File: src/rtl/byte_lsu_pkg.sv
package byte_lsu_pkg;

  typedef enum logic [2:0] {
    OP_LDW  = 3'd0,
    OP_STW  = 3'd1,
    OP_LDWI = 3'd2,
    OP_STWD = 3'd3,
    OP_LDBI = 3'd4,
    OP_STBI = 3'd5,
    OP_LDX  = 3'd6,
    OP_STX  = 3'd7
  } lsu_op_e;

  typedef enum logic [1:0] {
    ST_IDLE = 2'd0,
    ST_BUS  = 2'd1,
    ST_RET  = 2'd2
  } lsu_state_e;

  function automatic logic op_is_store(lsu_op_e op);
    return op[0];
  endfunction

  function automatic logic op_is_byte(lsu_op_e op);
    return (op == OP_LDBI) || (op == OP_STBI);
  endfunction

  function automatic logic op_is_indexed(lsu_op_e op);
    return (op == OP_LDX) || (op == OP_STX);
  endfunction

  function automatic logic op_moves_ptr(lsu_op_e op);
    return (op == OP_LDWI) || (op == OP_STWD) || op_is_byte(op);
  endfunction

endpackage

File: src/rtl/lsu_addr_gen.sv
module lsu_addr_gen
  import byte_lsu_pkg::*;
#(
  parameter int AW = 32,
  parameter int DW = 32
) (
  input  lsu_op_e            op,
  input  logic [AW-1:0]      ptr,
  input  logic [AW-1:0]      idx,
  input  logic [DW-1:0]      wdata,
  output logic [AW-1:0]      word_addr,
  output logic [$clog2(DW/8)-1:0] byte_off,
  output logic [DW/8-1:0]    be,
  output logic [DW-1:0]      lane_wdata,
  output logic [AW-1:0]      ptr_next,
  output logic               ptr_upd,
  output logic               is_store
);
  localparam int LANES = DW / 8;
  localparam int OFF_W = $clog2(LANES);

  // Big-endian lane: offset 0 is the top byte.
  function automatic int lane_of(logic [OFF_W-1:0] off);
    return LANES - 1 - int'(off);
  endfunction

  function automatic logic [DW-1:0] place_byte(logic [7:0] b, logic [OFF_W-1:0] off);
    logic [DW-1:0] wide;
    wide = {{(DW-8){1'b0}}, b};
    return wide << (8 * lane_of(off));
  endfunction

  function automatic logic [LANES-1:0] lane_mask(logic [OFF_W-1:0] off);
    logic [LANES-1:0] one;
    one = {{(LANES-1){1'b0}}, 1'b1};
    return one << lane_of(off);
  endfunction

  logic [AW-1:0] eff_addr;

  always_comb begin
    eff_addr  = op_is_indexed(op) ? (ptr + idx) : ptr;
    byte_off  = eff_addr[OFF_W-1:0];
    word_addr = {eff_addr[AW-1:OFF_W], {OFF_W{1'b0}}};
    is_store  = op_is_store(op);

    if (!is_store)           be = '0;
    else if (op_is_byte(op)) be = lane_mask(byte_off);
    else                     be = '1;

    lane_wdata = op_is_byte(op) ? place_byte(wdata[7:0], byte_off) : wdata;

    ptr_upd = op_moves_ptr(op);
    unique case (op)
      OP_LDBI, OP_STBI: ptr_next = ptr + AW'(1);
      OP_LDWI:          ptr_next = ptr + AW'(LANES);
      OP_STWD:          ptr_next = ptr - AW'(LANES);
      default:          ptr_next = ptr;
    endcase
  end

endmodule

File: src/rtl/lsu_load_fmt.sv
module lsu_load_fmt
  import byte_lsu_pkg::*;
#(
  parameter int DW = 32
) (
  input  lsu_op_e                  op,
  input  logic [$clog2(DW/8)-1:0]  byte_off,
  input  logic [DW-1:0]            rdata,
  output logic [DW-1:0]            value
);
  localparam int LANES = DW / 8;
  localparam int OFF_W = $clog2(LANES);

  function automatic logic [7:0] pick_byte(logic [DW-1:0] word, logic [OFF_W-1:0] off);
    logic [DW-1:0] shifted;
    shifted = word >> (8 * (LANES - 1 - int'(off)));
    return shifted[7:0];
  endfunction

  always_comb begin
    if (op_is_byte(op)) value = {{(DW-8){1'b0}}, pick_byte(rdata, byte_off)};
    else                value = rdata;
  end

endmodule

File: src/rtl/lsu_seq.sv
module lsu_seq
  import byte_lsu_pkg::*;
(
  input  logic clk,
  input  logic rst_n,
  input  logic req_valid,
  input  logic bus_ready,
  output logic req_ready,
  output logic bus_active,
  output logic accept,
  output logic bus_fire,
  output logic retire
);
  lsu_state_e state, state_nx;

  assign req_ready  = (state == ST_IDLE);
  assign bus_active = (state == ST_BUS);
  assign retire     = (state == ST_RET);
  assign accept     = req_ready && req_valid;
  assign bus_fire   = bus_active && bus_ready;

  always_comb begin
    state_nx = state;
    unique case (state)
      ST_IDLE: if (accept)   state_nx = ST_BUS;
      ST_BUS:  if (bus_fire) state_nx = ST_RET;
      ST_RET:                state_nx = ST_IDLE;
      default:               state_nx = ST_IDLE;
    endcase
  end

  always_ff @(posedge clk) begin
    if (!rst_n) state <= ST_IDLE;
    else        state <= state_nx;
  end

endmodule

File: src/rtl/byte_lsu.sv
module byte_lsu
  import byte_lsu_pkg::*;
#(
  parameter int AW = 32,
  parameter int DW = 32,
  localparam int LANES = DW / 8,
  localparam int OFF_W = $clog2(LANES)
) (
  input  logic             clk,
  input  logic             rst_n,
  input  logic             req_valid,
  output logic             req_ready,
  input  logic [2:0]       req_op,
  input  logic [AW-1:0]    req_ptr,
  input  logic [AW-1:0]    req_idx,
  input  logic [DW-1:0]    req_wdata,
  output logic             bus_valid,
  input  logic             bus_ready,
  output logic [AW-1:0]    bus_addr,
  output logic             bus_we,
  output logic [LANES-1:0] bus_be,
  output logic [DW-1:0]    bus_wdata,
  input  logic [DW-1:0]    bus_rdata,
  output logic             done,
  output logic [DW-1:0]    ld_data,
  output logic             ld_we,
  output logic [AW-1:0]    ptr_data,
  output logic             ptr_we
);
  // Named internal events
  logic accept, bus_fire, retire, bus_active;

  // Request decode (combinational, from the request inputs)
  lsu_op_e          in_op;
  logic [AW-1:0]    g_addr;
  logic [OFF_W-1:0] g_off;
  logic [LANES-1:0] g_be;
  logic [DW-1:0]    g_wdata;
  logic [AW-1:0]    g_ptr;
  logic             g_upd;
  logic             g_store;

  // Latched request
  lsu_op_e          r_op;
  logic [AW-1:0]    r_addr;
  logic [OFF_W-1:0] r_off;
  logic [LANES-1:0] r_be;
  logic [DW-1:0]    r_wdata;
  logic [AW-1:0]    r_ptr;
  logic             r_upd;
  logic             r_store;

  logic [DW-1:0]    fmt_value;
  logic [DW-1:0]    r_ld;

  assign in_op = lsu_op_e'(req_op);

  lsu_seq u_seq (
    .clk        (clk),
    .rst_n      (rst_n),
    .req_valid  (req_valid),
    .bus_ready  (bus_ready),
    .req_ready  (req_ready),
    .bus_active (bus_active),
    .accept     (accept),
    .bus_fire   (bus_fire),
    .retire     (retire)
  );

  lsu_addr_gen #(.AW(AW), .DW(DW)) u_agen (
    .op         (in_op),
    .ptr        (req_ptr),
    .idx        (req_idx),
    .wdata      (req_wdata),
    .word_addr  (g_addr),
    .byte_off   (g_off),
    .be         (g_be),
    .lane_wdata (g_wdata),
    .ptr_next   (g_ptr),
    .ptr_upd    (g_upd),
    .is_store   (g_store)
  );

  lsu_load_fmt #(.DW(DW)) u_fmt (
    .op       (r_op),
    .byte_off (r_off),
    .rdata    (bus_rdata),
    .value    (fmt_value)
  );

  always_ff @(posedge clk) begin
    if (!rst_n) begin
      r_op    <= OP_LDW;
      r_addr  <= '0;
      r_off   <= '0;
      r_be    <= '0;
      r_wdata <= '0;
      r_ptr   <= '0;
      r_upd   <= 1'b0;
      r_store <= 1'b0;
    end else if (accept) begin
      r_op    <= in_op;
      r_addr  <= g_addr;
      r_off   <= g_off;
      r_be    <= g_be;
      r_wdata <= g_wdata;
      r_ptr   <= g_ptr;
      r_upd   <= g_upd;
      r_store <= g_store;
    end
  end

  always_ff @(posedge clk) begin
    if (!rst_n)        r_ld <= '0;
    else if (bus_fire) r_ld <= fmt_value;
  end

  assign bus_valid = bus_active;
  assign bus_addr  = r_addr;
  assign bus_we    = r_store;
  assign bus_be    = r_be;
  assign bus_wdata = r_wdata;

  assign done     = retire;
  assign ld_data  = r_ld;
  assign ld_we    = retire && !r_store;
  assign ptr_data = r_ptr;
  assign ptr_we   = retire && r_upd;

endmodule

File: config.mk
export PLATFORM = sky130hd
export DESIGN_NAME = byte_lsu
export DESIGN_NICKNAME = d
export VERILOG_FILES = /design/src/rtl/byte_lsu_pkg.sv /design/src/rtl/lsu_addr_gen.sv /design/src/rtl/lsu_load_fmt.sv /design/src/rtl/lsu_seq.sv /design/src/rtl/byte_lsu.sv
export SDC_FILE = /design/constraint.sdc
export NUM_CORES = 1
export LEC_CHECK = 0
export BUFFER_PORTS_ARGS = -buffer_cell sky130_fd_sc_hd__buf_2
export CELL_PAD_IN_SITES_DETAIL_PLACEMENT = 2
export CELL_PAD_IN_SITES_GLOBAL_PLACEMENT = 2
export CORE_ASPECT_RATIO = 0.5
export CORE_MARGIN = 2
export CORE_UTILIZATION = 29
export CTS_CLUSTER_SIZE = 20
export DETAILED_ROUTE_END_ITERATION = 8
export PLACE_DENSITY = 0.89
export SLEW_MARGIN = 20
export SYNTH_ARGS = -nofsm -noshare
export SYNTH_HDL_FRONTEND = slang
export SYNTH_SLANG_ARGS = --single-unit
File: constraint.sdc
create_clock -name clk -period 4.7 [get_ports clk]
set_clock_uncertainty 0.15 [all_clocks]
set_input_delay 1.41 -clock clk [delete_from_list [all_inputs] [get_ports clk]]
set_output_delay 1.41 -clock clk [all_outputs]
set_load 0.03 [all_outputs]
==> summary by stage <==
Power and ir drop
Dividing total power by cell area gives a power density of 326 mW/mm². Summed over all cells, the static leakage comes to 4.87 nW. Across the VDD grid, the largest voltage drop is 0.000192 V.

Placed design
The post-placement cell count is between 1.5k and 2k. At the end of routability-driven placement, the weighted congestion stood at 0.872. Detailed placement ended at an HPWL of 32600 µm. The count of buffers inserted at the top-level ports is 270.

Critical path
STA puts the critical path data arrival time at 4320 ps. The launch instance of the worst register-to-register path is u_seq.state[1]. The endpoint identified for the worst register-to-register timing path is bus_wdata[7].

The signal on the critical path passes through buf_2, nand3b_1, xnor2_1, ha_1, nand4_1, nor4b_1, or2_1, nand4_1, nor2_1, o21ai_1, and3_1, nor4_1, buf_4, nor3_1. STA classifies the critical path endpoint as a register. The critical path contains buffers and inverters numbering 2 combined. The setup path with the least slack is of type input pin to register.

The maximum single-stage delay on the critical path is 530 ps. The worst setup path is launched from an input pin. The cell type with the highest occurrence count on the critical path is nand4_1. The cell type group with the largest total delay on the critical path is simple AND/OR/NAND/NOR gates.

In this run the worst path has a maximum fanout of 3. The largest individual stage delay along the critical path comes from the cell nor4b_1. For the worst flop-to-flop path, the logic depth is 5.

The required time at the endpoint of the critical path is around 4900 ps. Across all register-to-register paths, the minimum setup slack is 2160 ps.

Synth
Yosys mapped a number of flops with a built-in enable equal to 0. The share of synthesized registers carrying an async set or reset is 0%. The synthesized-area fraction occupied by xor and xnor cells is 5.39%.

By area the synthesized netlist is led by dfxtp_1, nand2_1, ha_1. The area fraction in compound gates after synthesis is 24.9%. Summing the areas of all and, or, nand and nor instances in the mapped netlist gives 25.3% of the synthesized area. The number of synthesized register bits is ~140. The combinational family with the most area after synthesis is simple AND/OR/NAND/NOR gates.

In this run the cell area of the synthesized design comes to 0.00910 mm². In this run, distinct cell masters in the synthesized netlist total 79. The synthesized instance count is between 1k and 1.5k. The share of the Yosys chip area taken by registers is 30.4%. The most area-hungry cell type in the Yosys netlist is dfxtp_1. The proportion of synthesized area in mux cells is 3.74%. The mean area per synthesized cell is 7.68 µm². Of the total synthesized cell area, the portion taken by full adders, half adders and majority gates is 4.76%. Among all flip-flop cells after synthesis, the most frequent one is dfxtp_1. For this run, the number of Yosys warnings is 0. The area share of the largest cell type after synthesis is 30.4%.

STA
The post-route fraction of the period consumed by the critical path is 88.8%. Setup repair after global routing left no endpoint under its margin. Setup violations remaining at the end of the flow were counted as 0.

In the final timing run, aggregate negative setup slack is 0 ps. The count of pins over their slew limit was 0. The slew at the pin closest to its max-slew limit is roughly 930 ps. Static timing analysis puts the maximum clock frequency at 240 MHz. Headroom to the max-slew limit came out at a little under two fifths.

The final-report hold violation count came to 0. The worst path needs around 4200 ps of the cycle, external delays included.

Global route
The via count of the first global-routing pass is 11.3k. The number of antenna violations at the first check in global routing came to 0. The total overflow left after global routing is 0.

The wire length of the first global-routing pass is ~67000 µm. The largest net degree at the start of global routing is 93. The overall track demand over capacity in global routing is 26.3%.

Detailed routing
The total routed wirelength is ~43000 µm. After detailed routing, the number of remaining DRC violations is 0. The via count normalized by instance count is 5.68. Detailed routing inserted a total of 10.5k vias. Wire segments on met2 add up to 21800 µm in the final route.

The post-detailed-route wirelength per cell is 23.6 µm. The iteration count of the initial detailed-routing pass is 5. In this run the remaining antenna-violating nets after routing total 0. The count of routing violations after the opening detailed-route iteration is 706. The highest metal layer with signal wires is met4. The routed design uses 1740 µm of met3 wire. The sum of routed wire segments on met1 is 18900 µm.

Final layout
The fraction of layout instances using a drive strength above 1 is 26.2%. The count of cells in the finished layout, fillers not included, comes to between 1.5k and 2k. The post-synthesis to final-layout area growth is 26.0%. The library cells used most frequently in the layout, excluding fill and tap cells, are buf_2, nand2_1, dfxtp_1, nor2_1, a21oi_1. The library cell used most frequently in the layout, excluding fill and tap cells, is buf_2. The count of fill cells added during filler insertion is about 3.6k. The net count reported at finish is 1576. The count of antenna diodes in the layout is 0.

Run status
The flow ran to the end, and the final reports show no timing, DRC or antenna violations.

Clocking
The clock passes through at most 2 buffers. The buffer count from post-CTS setup fixing is 0. The level count of the clock H-tree is 4. The later pin in the worst-skew pair is clocked with a latency of approximately 450 ps. The number of clock buffers added by TritonCTS is 17. The buffer type at the clock tree root is clkbuf_16.

The number of gates resized after cts is 0. The post-cts hold buffer count is 0. CTS saw around 140 sinks. After clock tree synthesis, the clock-pin slew on the worst setup and hold paths is 60 ps. The CTS tree is yes.

Floorplan
The initial utilization of the core area, before any placement, comes to 29.8%. The die is around 130 µm tall. The initialized floorplan defines 45 standard-cell rows. 273 I/O pins were placed.

The core box area is approximately 0.031 mm². The floorplan die area is 0.0329 mm². In this run the horizontal extent of the chip is about 250 µm.

Worst hold path
The class of the worst hold path is register to register. The hold path endpoint is bus_addr[2]. The worst min-delay path startpoint is bus_addr[2].

Counting instances, the worst hold path has a depth of 2.

Flow run
The tool flagged a number of max-cap violations equal to 0.
[logic make-up (layout without fill, tap and decap cells)]
group | count (synthesis) | after routing
adders and majority gates | 34 | 34
AOI/OAI and AO/OA | 328 | 328
and+or+nand+nor | 480 | 480
muxes | 24 | 24
buffers and inverters | 124 | 358
other | 1 | 2
DFF | 138 | 138
xor gates and xnor gates | 56 | 56
[report_power, final]
part	internal (W)	switching (W)	total (W)
registers	0.00125	0.0000554	0.00131
clock network	0.000759	0.000641	0.00140
logic	0.000340	0.000692	0.00103
[worst register-to-register path: cells and delay by family (launching register included)]
family             cells  cell delay [ps]
DFF                    1              330
and+or+nand+nor        3              950
AOI/OAI and AO/OA      2             1040
[cells in the mapped netlist, types with 17 or more instances]
master	n
nor4_1	18
xor2_1	17
clkbuf_1	83
dfxtp_1	138
nand2_1	176
o21ai_0	43
nor3_1	38
xnor2_1	39
nand3_1	50
a22o_1	24
ha_1	33
a21oi_1	76
nor2_1	94
a31oi_1	35
a311oi_1	20
a211oi_1	20
inv_1	18
[metal layers]
metal | vias to the layer above | global-route usage, %
met5 | - | 0
met4 | 0 | 8.79
met3 | 62 | 3.92
met2 | 261 | 46.8
met1 | 5342 | 32.8
li1 | 4798 | -
[per-stage QoR]
| stage | setup WS, ps | utilization [%] | hold slack (ps) | instance area (µm²) | power, W |
|---|---|---|---|---|---|
| 5_1_grt | 286 | 37.5 | 330 | 11500 | 0.00391 |
| 2_1_floorplan | 243 | - | 282 | 9100 | 0.00197 |
| 6_report | 527 | 37.5 | 308 | 11500 | 0.00374 |
| 3_5_place_dp | 93.4 | 35.5 | 304 | 10900 | 0.00235 |
| 4_1_cts | 542 | 37.5 | 310 | 11500 | 0.00377 |
| 3_3_place_gp | 162 | 35.5 | 290 | 10900 | 0.00230 |
[worst max path at each step]
stage | startpoint | endpoint | depth (start not counted)
finish | req_op[2] | ptr_data[24] | 14
global route | req_op[2] | ptr_data[24] | 14
CTS | req_ptr[0] | bus_addr[28] | 13
detailed placement | req_ptr[0] | bus_addr[28] | 13
global placement | req_ptr[0] | bus_addr[28] | 13
floorplan | req_op[0] | ptr_data[28] | 14
[area by class of cell]
class / count / area [µm²] / area share [%]
multi-input cells: 924 / 5840 / 51.0
flip-flops and latches: 138 / 2760 / 24.1
repair buffers: 308 / 1670 / 14.5
well taps: 423 / 529 / 4.62
clock buffers: 17 / 425 / 3.71
clock inverters: 15 / 169 / 1.47
inverters: 18 / 68.8 / 0.600
[sequential cells by signal (all words and copies together) (netlist names)]
signal	cells
r_off	2
bus_addr	30
r_upd	1
bus_be	4
ptr_data	32
u_seq.state	2
r_op	3
bus_wdata	32
ld_data	32
No activity file was read; power rests on OpenSTA's default activity.
